--- config.mk ---
export PLATFORM = sky130hd
export DESIGN_NAME = alarm_timer
export DESIGN_NICKNAME = d
export VERILOG_FILES = /design/src/rtl/alarm_timer_pkg.sv /design/src/rtl/at_prescaler.sv /design/src/rtl/at_counter.sv /design/src/rtl/at_irq_unit.sv /design/src/rtl/alarm_timer.sv
export SDC_FILE = /design/constraint.sdc
export NUM_CORES = 1
export LEC_CHECK = 0
export CORE_MARGIN = 2
export CORE_UTILIZATION = 50
export DETAILED_ROUTE_END_ITERATION = 8
export DONT_BUFFER_PORTS = 1
export HOLD_SLACK_MARGIN = 0.06
export PLACE_DENSITY_LB_ADDON = 0.05
export SLEW_MARGIN = 20
export SYNTH_ARGS = -nofsm -noshare
export SYNTH_HDL_FRONTEND = slang
export SYNTH_HIERARCHICAL = 1
export SYNTH_SLANG_ARGS = --single-unit
--- constraint.sdc ---
create_clock -name clk -period 3.65 [get_ports clk]
set_clock_uncertainty 0.2 [all_clocks]
set_input_delay 0.73 -clock clk [delete_from_list [all_inputs] [get_ports clk]]
set_output_delay 0.73 -clock clk [all_outputs]
set_load 0.02 [all_outputs]
--- src/rtl/alarm_timer_pkg.sv ---
package alarm_timer_pkg;

    localparam int unsigned PRE_W = 8;

    localparam logic [7:0] OFS_START = 8'h20;
    localparam logic [7:0] OFS_COUNT = 8'h24;
    localparam logic [7:0] OFS_CTRL  = 8'h28;
    localparam logic [7:0] OFS_ACK   = 8'h2C;
    localparam logic [7:0] OFS_ALARM = 8'h30;

    typedef enum logic [1:0] {
        RATE_1     = 2'd0,
        RATE_16    = 2'd1,
        RATE_256   = 2'd2,
        RATE_256_B = 2'd3
    } rate_e;

    typedef enum logic {
        MODE_PULSE = 1'b0,
        MODE_HELD  = 1'b1
    } irq_mode_e;

    typedef struct packed {
        logic      run;
        logic      reload;
        rate_e     rate;
        irq_mode_e mode;
    } ctrl_t;

    // Low bits of the prescaler that must all be one for a step.
    function automatic logic [PRE_W-1:0] rate_mask(rate_e sel);
        logic [PRE_W-1:0] m;
        case (sel)
            RATE_1:  m = '0;
            RATE_16: m = PRE_W'(8'h0F);
            default: m = PRE_W'(8'hFF);
        endcase
        return m;
    endfunction

    function automatic logic [31:0] ctrl_word(ctrl_t c, logic status);
        logic [31:0] w;
        w    = '0;
        w[8] = status;
        w[7] = c.run;
        w[6] = c.reload;
        w[3:2] = c.rate;
        w[0] = c.mode;
        return w;
    endfunction

endpackage

--- src/rtl/at_prescaler.sv ---
module at_prescaler
    import alarm_timer_pkg::*;
(
    input  logic  clk,
    input  logic  rst,
    input  logic  run,
    input  rate_e rate,
    output logic  tick
);

    logic [PRE_W-1:0] pre_q;
    logic [PRE_W-1:0] mask;

    always_comb begin
        mask = rate_mask(rate);
        tick = run && ((pre_q & mask) == mask);
    end

    always_ff @(posedge clk) begin
        if (rst || !run) begin
            pre_q <= '0;
        end else begin
            pre_q <= pre_q + 1'b1;
        end
    end

    AST_RATE_SPACING: assert property (@(posedge clk) disable iff (rst)
        (tick && rate != RATE_1) |=> (!tick || rate == RATE_1));

endmodule

--- src/rtl/at_counter.sv ---
module at_counter #(
    parameter int unsigned CNT_W = 32
) (
    input  logic             clk,
    input  logic             rst,
    input  logic             tick,
    input  logic             start_we,
    input  logic [CNT_W-1:0] start_din,
    input  logic [CNT_W-1:0] start_q,
    input  logic             reload,
    output logic [CNT_W-1:0] cnt,
    output logic [CNT_W-1:0] cnt_nxt,
    output logic             step
);

    localparam logic [CNT_W-1:0] ALL_ONES = '1;

    always_comb begin
        step = tick && !start_we;
        if (cnt == ALL_ONES) begin
            cnt_nxt = reload ? start_q : '0;
        end else begin
            cnt_nxt = cnt + 1'b1;
        end
    end

    always_ff @(posedge clk) begin
        if (rst) begin
            cnt <= '0;
        end else if (start_we) begin
            cnt <= start_din;
        end else if (tick) begin
            cnt <= cnt_nxt;
        end
    end

    AST_START_TAKES: assert property (@(posedge clk) disable iff (rst)
        start_we |=> (cnt == $past(start_din)));
    AST_IDLE_HOLDS: assert property (@(posedge clk) disable iff (rst)
        (!tick && !start_we) |=> $stable(cnt));
    AST_WRAP_ZERO: assert property (@(posedge clk) disable iff (rst)
        (step && cnt == ALL_ONES && !reload) |=> (cnt == '0));
    AST_WRAP_RELOAD: assert property (@(posedge clk) disable iff (rst)
        (step && cnt == ALL_ONES && reload) |=> (cnt == $past(start_q)));

endmodule

--- src/rtl/at_irq_unit.sv ---
module at_irq_unit
    import alarm_timer_pkg::*;
#(
    parameter int unsigned CNT_W = 32
) (
    input  logic             clk,
    input  logic             rst,
    input  logic             step,
    input  logic [CNT_W-1:0] cnt_nxt,
    input  logic [CNT_W-1:0] alarm,
    input  irq_mode_e        mode,
    input  logic             ack,
    output logic             hit,
    output logic             status,
    output logic             irq
);

    logic match;

    always_comb begin
        match = step && (cnt_nxt == alarm);
        irq   = (mode == MODE_HELD) ? status : hit;
    end

    always_ff @(posedge clk) begin
        if (rst) begin
            hit    <= 1'b0;
            status <= 1'b0;
        end else begin
            hit <= match;
            if (match) begin
                status <= 1'b1;
            end else if (ack) begin
                status <= 1'b0;
            end
        end
    end

    AST_HIT_SETS_STATUS: assert property (@(posedge clk) disable iff (rst)
        hit |-> status);
    AST_STATUS_STICKY: assert property (@(posedge clk) disable iff (rst)
        (status && !ack) |=> status);
    AST_ACK_CLEARS: assert property (@(posedge clk) disable iff (rst)
        (ack && !match) |=> !status);

endmodule

--- src/rtl/alarm_timer.sv ---
module alarm_timer
    import alarm_timer_pkg::*;
#(
    parameter int unsigned ADDR_W = 8,
    parameter int unsigned DATA_W = 32,
    parameter int unsigned CNT_W  = 32
) (
    input  logic              clk,
    input  logic              rst,
    input  logic [ADDR_W-1:0] bus_addr,
    input  logic              bus_we,
    input  logic [DATA_W-1:0] bus_wdata,
    output logic [DATA_W-1:0] bus_rdata,
    output logic              irq
);

    logic [CNT_W-1:0] start_q;
    logic [CNT_W-1:0] alarm_q;
    ctrl_t            ctrl_q;

    logic             sel_start, sel_count, sel_ctrl, sel_ack, sel_alarm;
    logic             start_we, alarm_we, ctrl_we, ack_w;
    logic             tick, step, hit, status;
    logic [CNT_W-1:0] cnt, cnt_nxt;

    always_comb begin
        sel_start = (bus_addr == ADDR_W'(OFS_START));
        sel_count = (bus_addr == ADDR_W'(OFS_COUNT));
        sel_ctrl  = (bus_addr == ADDR_W'(OFS_CTRL));
        sel_ack   = (bus_addr == ADDR_W'(OFS_ACK));
        sel_alarm = (bus_addr == ADDR_W'(OFS_ALARM));
        start_we  = bus_we && sel_start;
        alarm_we  = bus_we && sel_alarm;
        ctrl_we   = bus_we && sel_ctrl;
        ack_w     = bus_we && sel_ack && bus_wdata[0];
    end

    always_ff @(posedge clk) begin
        if (rst) begin
            start_q <= '0;
            alarm_q <= '0;
            ctrl_q  <= '0;
        end else begin
            if (start_we) begin
                start_q <= bus_wdata[CNT_W-1:0];
            end
            if (alarm_we) begin
                alarm_q <= bus_wdata[CNT_W-1:0];
            end
            if (ctrl_we) begin
                ctrl_q.run    <= bus_wdata[7];
                ctrl_q.reload <= bus_wdata[6];
                ctrl_q.rate   <= rate_e'(bus_wdata[3:2]);
                ctrl_q.mode   <= irq_mode_e'(bus_wdata[0]);
            end
        end
    end

    at_prescaler u_pre (
        .clk  (clk),
        .rst  (rst),
        .run  (ctrl_q.run),
        .rate (ctrl_q.rate),
        .tick (tick)
    );

    at_counter #(.CNT_W(CNT_W)) u_cnt (
        .clk       (clk),
        .rst       (rst),
        .tick      (tick),
        .start_we  (start_we),
        .start_din (bus_wdata[CNT_W-1:0]),
        .start_q   (start_q),
        .reload    (ctrl_q.reload),
        .cnt       (cnt),
        .cnt_nxt   (cnt_nxt),
        .step      (step)
    );

    at_irq_unit #(.CNT_W(CNT_W)) u_irq (
        .clk     (clk),
        .rst     (rst),
        .step    (step),
        .cnt_nxt (cnt_nxt),
        .alarm   (alarm_q),
        .mode    (ctrl_q.mode),
        .ack     (ack_w),
        .hit     (hit),
        .status  (status),
        .irq     (irq)
    );

    always_comb begin
        bus_rdata = '0;
        if (sel_start) begin
            bus_rdata = DATA_W'(start_q);
        end else if (sel_count) begin
            bus_rdata = DATA_W'(cnt);
        end else if (sel_ctrl) begin
            bus_rdata = DATA_W'(ctrl_word(ctrl_q, status));
        end else if (sel_alarm) begin
            bus_rdata = DATA_W'(alarm_q);
        end
    end

    AST_HIT_AT_ALARM: assert property (@(posedge clk) disable iff (rst)
        (hit && !$past(alarm_we)) |-> (cnt == alarm_q));
    AST_NO_STALL_HIT: assert property (@(posedge clk) disable iff (rst)
        !tick |=> !hit);
    AST_COUNT_READONLY: assert property (@(posedge clk) disable iff (rst)
        (bus_we && sel_count && !tick) |=> $stable(cnt));

endmodule

# == Word level (Yosys, flattened, before mapping) ==
# Index checks and enable logic that the tools add are counted.
# word_totals
reg_bits,111
elab_cells,48
# classes
add_sub_neg,2
eq_ne,9
muxes,12
n_bitwise,1
n_reduce_logical,14
# op_table
op,n
32-bit two-way mux,8
8-bit by 6-bit == test with 1-bit output (second input constant),5
32-bit by 1-bit adder with 32-bit output (second input constant),1
32-bit == test,1
32-bit == test (second input constant),1
8-bit case mux with 2 select lines,1
8-bit by 1-bit adder with 8-bit output (second input constant),1
8-bit AND,1
8-bit == test,1
1-bit logical AND,8
2-bit nonzero test,2
1-bit two-way mux,3
2-bit by 1-bit == test with 1-bit output (second input constant),1
1-bit logical NOT,2
2-bit logical NOT,1
1-bit logical OR,1

# == Depth between registers and ports, before layout ==
# depth
word_depth,8
mapped_depth,13

# == Modules after synthesis ==
# Netlist, hierarchy kept.
# by_module_without_submodules
mod,instances,cells_per_inst,area_each_um2
alarm_timer,1,375,3617.2
at_counter,1,390,2758.9
at_irq_unit,1,50,431.7
at_prescaler,1,38,337.8

# == Worst setup path before layout ==
# No wires, ideal clock.
# synth_timing
path_kind,input to register
from,input port bus_addr[7]
to,register u_irq.status
setup_ns,0.124
arrival_ns,2.814
required_time_ns,3.326
slack_ns,0.512
path_stages,10
n_path_buf,2
path_cell_list,nor4b_2 -> nand3_2 -> inv_2 -> buf_4 -> nand2b_1 -> clkbuf_1 -> clkinv_1 -> nor4b_2 -> nand4_1 -> o31ai_2
# synth_via
elab_chain_len,6
# synth_rtl
item,line,text
"start, declared",alarm_timer.sv:10,"input logic [ADDR_W-1:0] bus_addr,"
8-bit by 6-bit == test with 1-bit output (*),alarm_timer.sv:27,sel_start = (bus_addr == ADDR_W'(OFS_START));
1-bit logical AND (*),alarm_timer.sv:32,start_we = bus_we && sel_start;
named net start_we,alarm_timer.sv:22,"logic start_we, alarm_we, ctrl_we, ack_w;"
1-bit logical NOT (*),at_counter.sv:19,step = tick && !start_we;
1-bit logical AND (*),at_counter.sv:19,
named net step,alarm_timer.sv:23,"logic tick, step, hit, status;"
1-bit logical AND (*),at_irq_unit.sv:21,match = step && (cnt_nxt == alarm);
1-bit two-way mux or 2-bit nonzero test (tied branches),n/a,
"end signal, assigned",at_irq_unit.sv:28,status <= 1'b0;
"end signal, assigned",at_irq_unit.sv:32,status <= 1'b1;
"end signal, assigned",at_irq_unit.sv:34,status <= 1'b0;
"end, declared",at_irq_unit.sv:14,"output logic status,"
# Mark *: on every way through the listed nets, which the timed path passes. The rest lies on a longest branch.
# A chain may end at the register's enable or synchronous reset.

# == Worst setup path after layout ==
# layout_timing
from,register u_cnt.cnt[0]
to,register u_irq.status
# layout_via
elab_chain_len,5
# layout_rtl
item,line,text
"start, declared",at_counter.sv:11,"output logic [CNT_W-1:0] cnt,"
"start signal, assigned",at_counter.sv:31,cnt <= start_din;
"start signal, assigned",at_counter.sv:33,cnt <= cnt_nxt;
32-bit by 1-bit adder with 32-bit output or 32-bit == test (tied branches),"at_counter.sv:23, at_counter.sv:20",
32-bit two-way mux (*),at_counter.sv:20,if (cnt == ALL_ONES) begin
named net cnt_nxt[26],alarm_timer.sv:24,"logic [CNT_W-1:0] cnt, cnt_nxt;"
32-bit == test (*),at_irq_unit.sv:21,
1-bit logical AND (*),at_irq_unit.sv:21,
1-bit two-way mux or 2-bit nonzero test (tied branches),n/a,
# Marked as above.

==> results.tsv <==
metric	value	unit
antennaDiodeCount	0	
end_kind	flip-flop	
coreArea	13900	um^2
fin_cells	1021	
synth-main-ff-cell	dfxtp_1	
fin_ws	188	ps
ys_top_cells_by_area	dfxtp_1, mux2i_1, nand2b_1	
layout-drive-gt1-share	0.0844	
crit_family	simple AND/OR/NAND/NOR gates	
nNetsFinal	882	
yosys.area.top_type	dfxtp_1	
clk_path_buf_depth	2	
arrival	3540	ps
hp-class	input pin to flip-flop	
place_area	7390	um^2
synth.yosys.seq_area_share	0.311	
fin_crit_sh	0.949	
syn_nets	898	
cts_root_buffer	clkbuf_16	
routabilityCongestion	0.961	
h-tree-depth	3	
placedCellCount	1004	
wirelength	22500	um
irDropWorstVdd	0.000228	V
slowest_stage	nor4_1	
design_area	7710	um^2
reg2reg_depth	10	
start_util	0.513	
antenna_found_initial	0	
powerDensity	300	nW/um^2
fin_util	0.554	
grtUsageTotal	0.300	
n_fill_cell	1333	
slew_headroom	0.565	
cts_tree	done	
max_freq	289	MHz
synth_edf_count	0	
grt_overflow	0	
maxSlewViolCount	0	
die_area	15300	um^2
total_power	2.32	mW
synth_common_cells	nand2b_1, dfxtp_1, nand2_1	
avgSynthCellArea	8.38	um^2
whs_path_depth	1	
path_class	flip-flop to flip-flop	
worstReg2RegEnd	u_irq/status	
ys_types	66	
antenna_left	0	
syn_inst	853	
wl_per_cell	22.0	um
grt_pass1_wl	34900	um
period_minus_slack	3460	ps
place.detailed.hpwl	15900	um
crit_buf_inv	0	
reg2reg_slack	190	ps
ios	76	
numCtsBuffers	9	
p_leak	3.07	nW
tightest_slew	650	ps
io_buffers	0	
die_width	124	um
grt_setup_unrepaired	no	
status	finished clean	
synth_top_area_share	0.311	
min-delay-start	rst	
top_layer_used	met4	
firstDrtPassIters	5	
cts_sinks	111	
crit_path_start	u_cnt/cnt[0]	
wl_met1	10000	um
drv_cap	0	
setup_viol	0	
area_delta_synth_final	7.95	%
tns	0	ps
path_cells	ha_1, and3_1, nand3_4, nor4_1, mux2_2, xnor2_1, nand4_1, nor4_1, nand4_1, o31ai_2	
routed-wl-met3	1620	um
holdWs	236	ps
pre_cts_ws	90.6	ps
vias	6518	
drtIter0Drc	560	
grt_pass1_vias	6246	
wl_met2	10200	um
ys_ff_latch	111	
dieHeight	124	um
post_drt_via_cell_ratio	6.38	
ys_async_sr_fraction	0	
synth_warnings	6	
crit_required	3730	ps
grt_max_degree	141	
hold_viol_final	0	
hold_end	u_cnt/cnt[6]	
insertion_delay	360	ps
drcViolationCount	0	
fp-row-count	43	
startpoint_type	flip-flop	
max_stage_delay	470	ps
synthesis.area	7150	um^2
yosysMostFrequentCell	nand2b_1	
path_clk_slew	70	ps
cp_max_fo	8	
r2r-start	u_cnt/cnt[0]	
[routing by layer]
layer / GRT usage / vias up
met5: 0 / -
li1: - / 3050
met3: 0.0780 / 44
met4: 0.107 / 0
met1: 0.394 / 3198
met2: 0.473 / 226
[area by class of cell]
| class | instances | area (um^2) | area share |
|---|---|---|---|
| Multi-Input combinational cell | 664 | 4620 | 0.598 |
| Sequential cell | 111 | 2220 | 0.288 |
| Timing Repair Buffer | 36 | 295 | 0.0383 |
| Clock buffer | 12 | 256 | 0.0333 |
| Tap cell | 180 | 225 | 0.0292 |
| Inverter | 15 | 56.3 | 0.00730 |
| Clock inverter | 3 | 42.5 | 0.00552 |
[flip-flops by register name, summed over array words and instances, names as in the netlist]
name          count
alarm_q          32
start_q          32
u_cnt/cnt        32
u_pre/pre_q       8
ctrl_q            5
u_irq/hit         1
u_irq/status      1
[cells by family after synthesis]
family          after synthesis  share of synthesized area
simple gates                386                      0.314
compound gates              141                      0.145
flops                       111                      0.311
mux                          79                      0.112
buf+inv                      78                     0.0455
xor+xnor                     56                     0.0686
fa+ha+maj                     2                    0.00350
[cells in the final DEF (no fill, tap or decap), types with 4 or more instances in the layout]
| cell type | Yosys | final |
|---|---|---|
| o31ai_1 | 9 | 9 |
| a31oi_1 | 6 | 6 |
| or3_1 | 4 | 4 |
| and3_1 | 37 | 37 |
| buf_4 | 4 | 34 |
| dfxtp_1 | 111 | 111 |
| a21oi_1 | 39 | 39 |
| nand2_1 | 73 | 73 |
| a221o_1 | 26 | 26 |
| nor4_1 | 8 | 8 |
| o21a_1 | 10 | 10 |
| nor3_1 | 10 | 10 |
| mux2_1 | 4 | 4 |
| nor2_1 | 35 | 35 |
| a311oi_1 | 6 | 6 |
| nor2b_1 | 4 | 4 |
| nand4_1 | 28 | 28 |
| xnor2_1 | 34 | 34 |
| and2_1 | 5 | 5 |
| xor2_1 | 22 | 22 |
| nand2b_1 | 114 | 114 |
| a311o_1 | 5 | 5 |
| nand3_1 | 32 | 32 |
| o21ai_0 | 10 | 10 |
| mux2i_1 | 72 | 72 |
| clkbuf_16 | 0 | 9 |
| and4_1 | 9 | 9 |
| inv_1 | 13 | 13 |
[repair_timing]
action / CTS / global route
hold buffers: 0 / 0
setup endpoints to repair: 0 / 2
buffers inserted: 0 / 2
resized for setup: 0 / 0
[report_power, final]
group	leakage [nW]	switching (mW)	internal, mW
clock network	0.145	0.465	0.566
registers	0.894	0.00281	1.21
logic	2.03	0.0324	0.0374
total	3.07	0.501	1.82
[how the worst max path moves through the flow]
stage | cells after the start | slack (ps) | end
floorplan | 10 | 510 | u_irq/status
global placement | 11 | 240 | u_irq/status
detailed placement | 11 | 90 | u_irq/status
CTS | 11 | 90 | u_irq/status
global route | 10 | 20 | u_irq/status
finish | 10 | 190 | u_irq/status
Power figures use the tool's default switching activity.
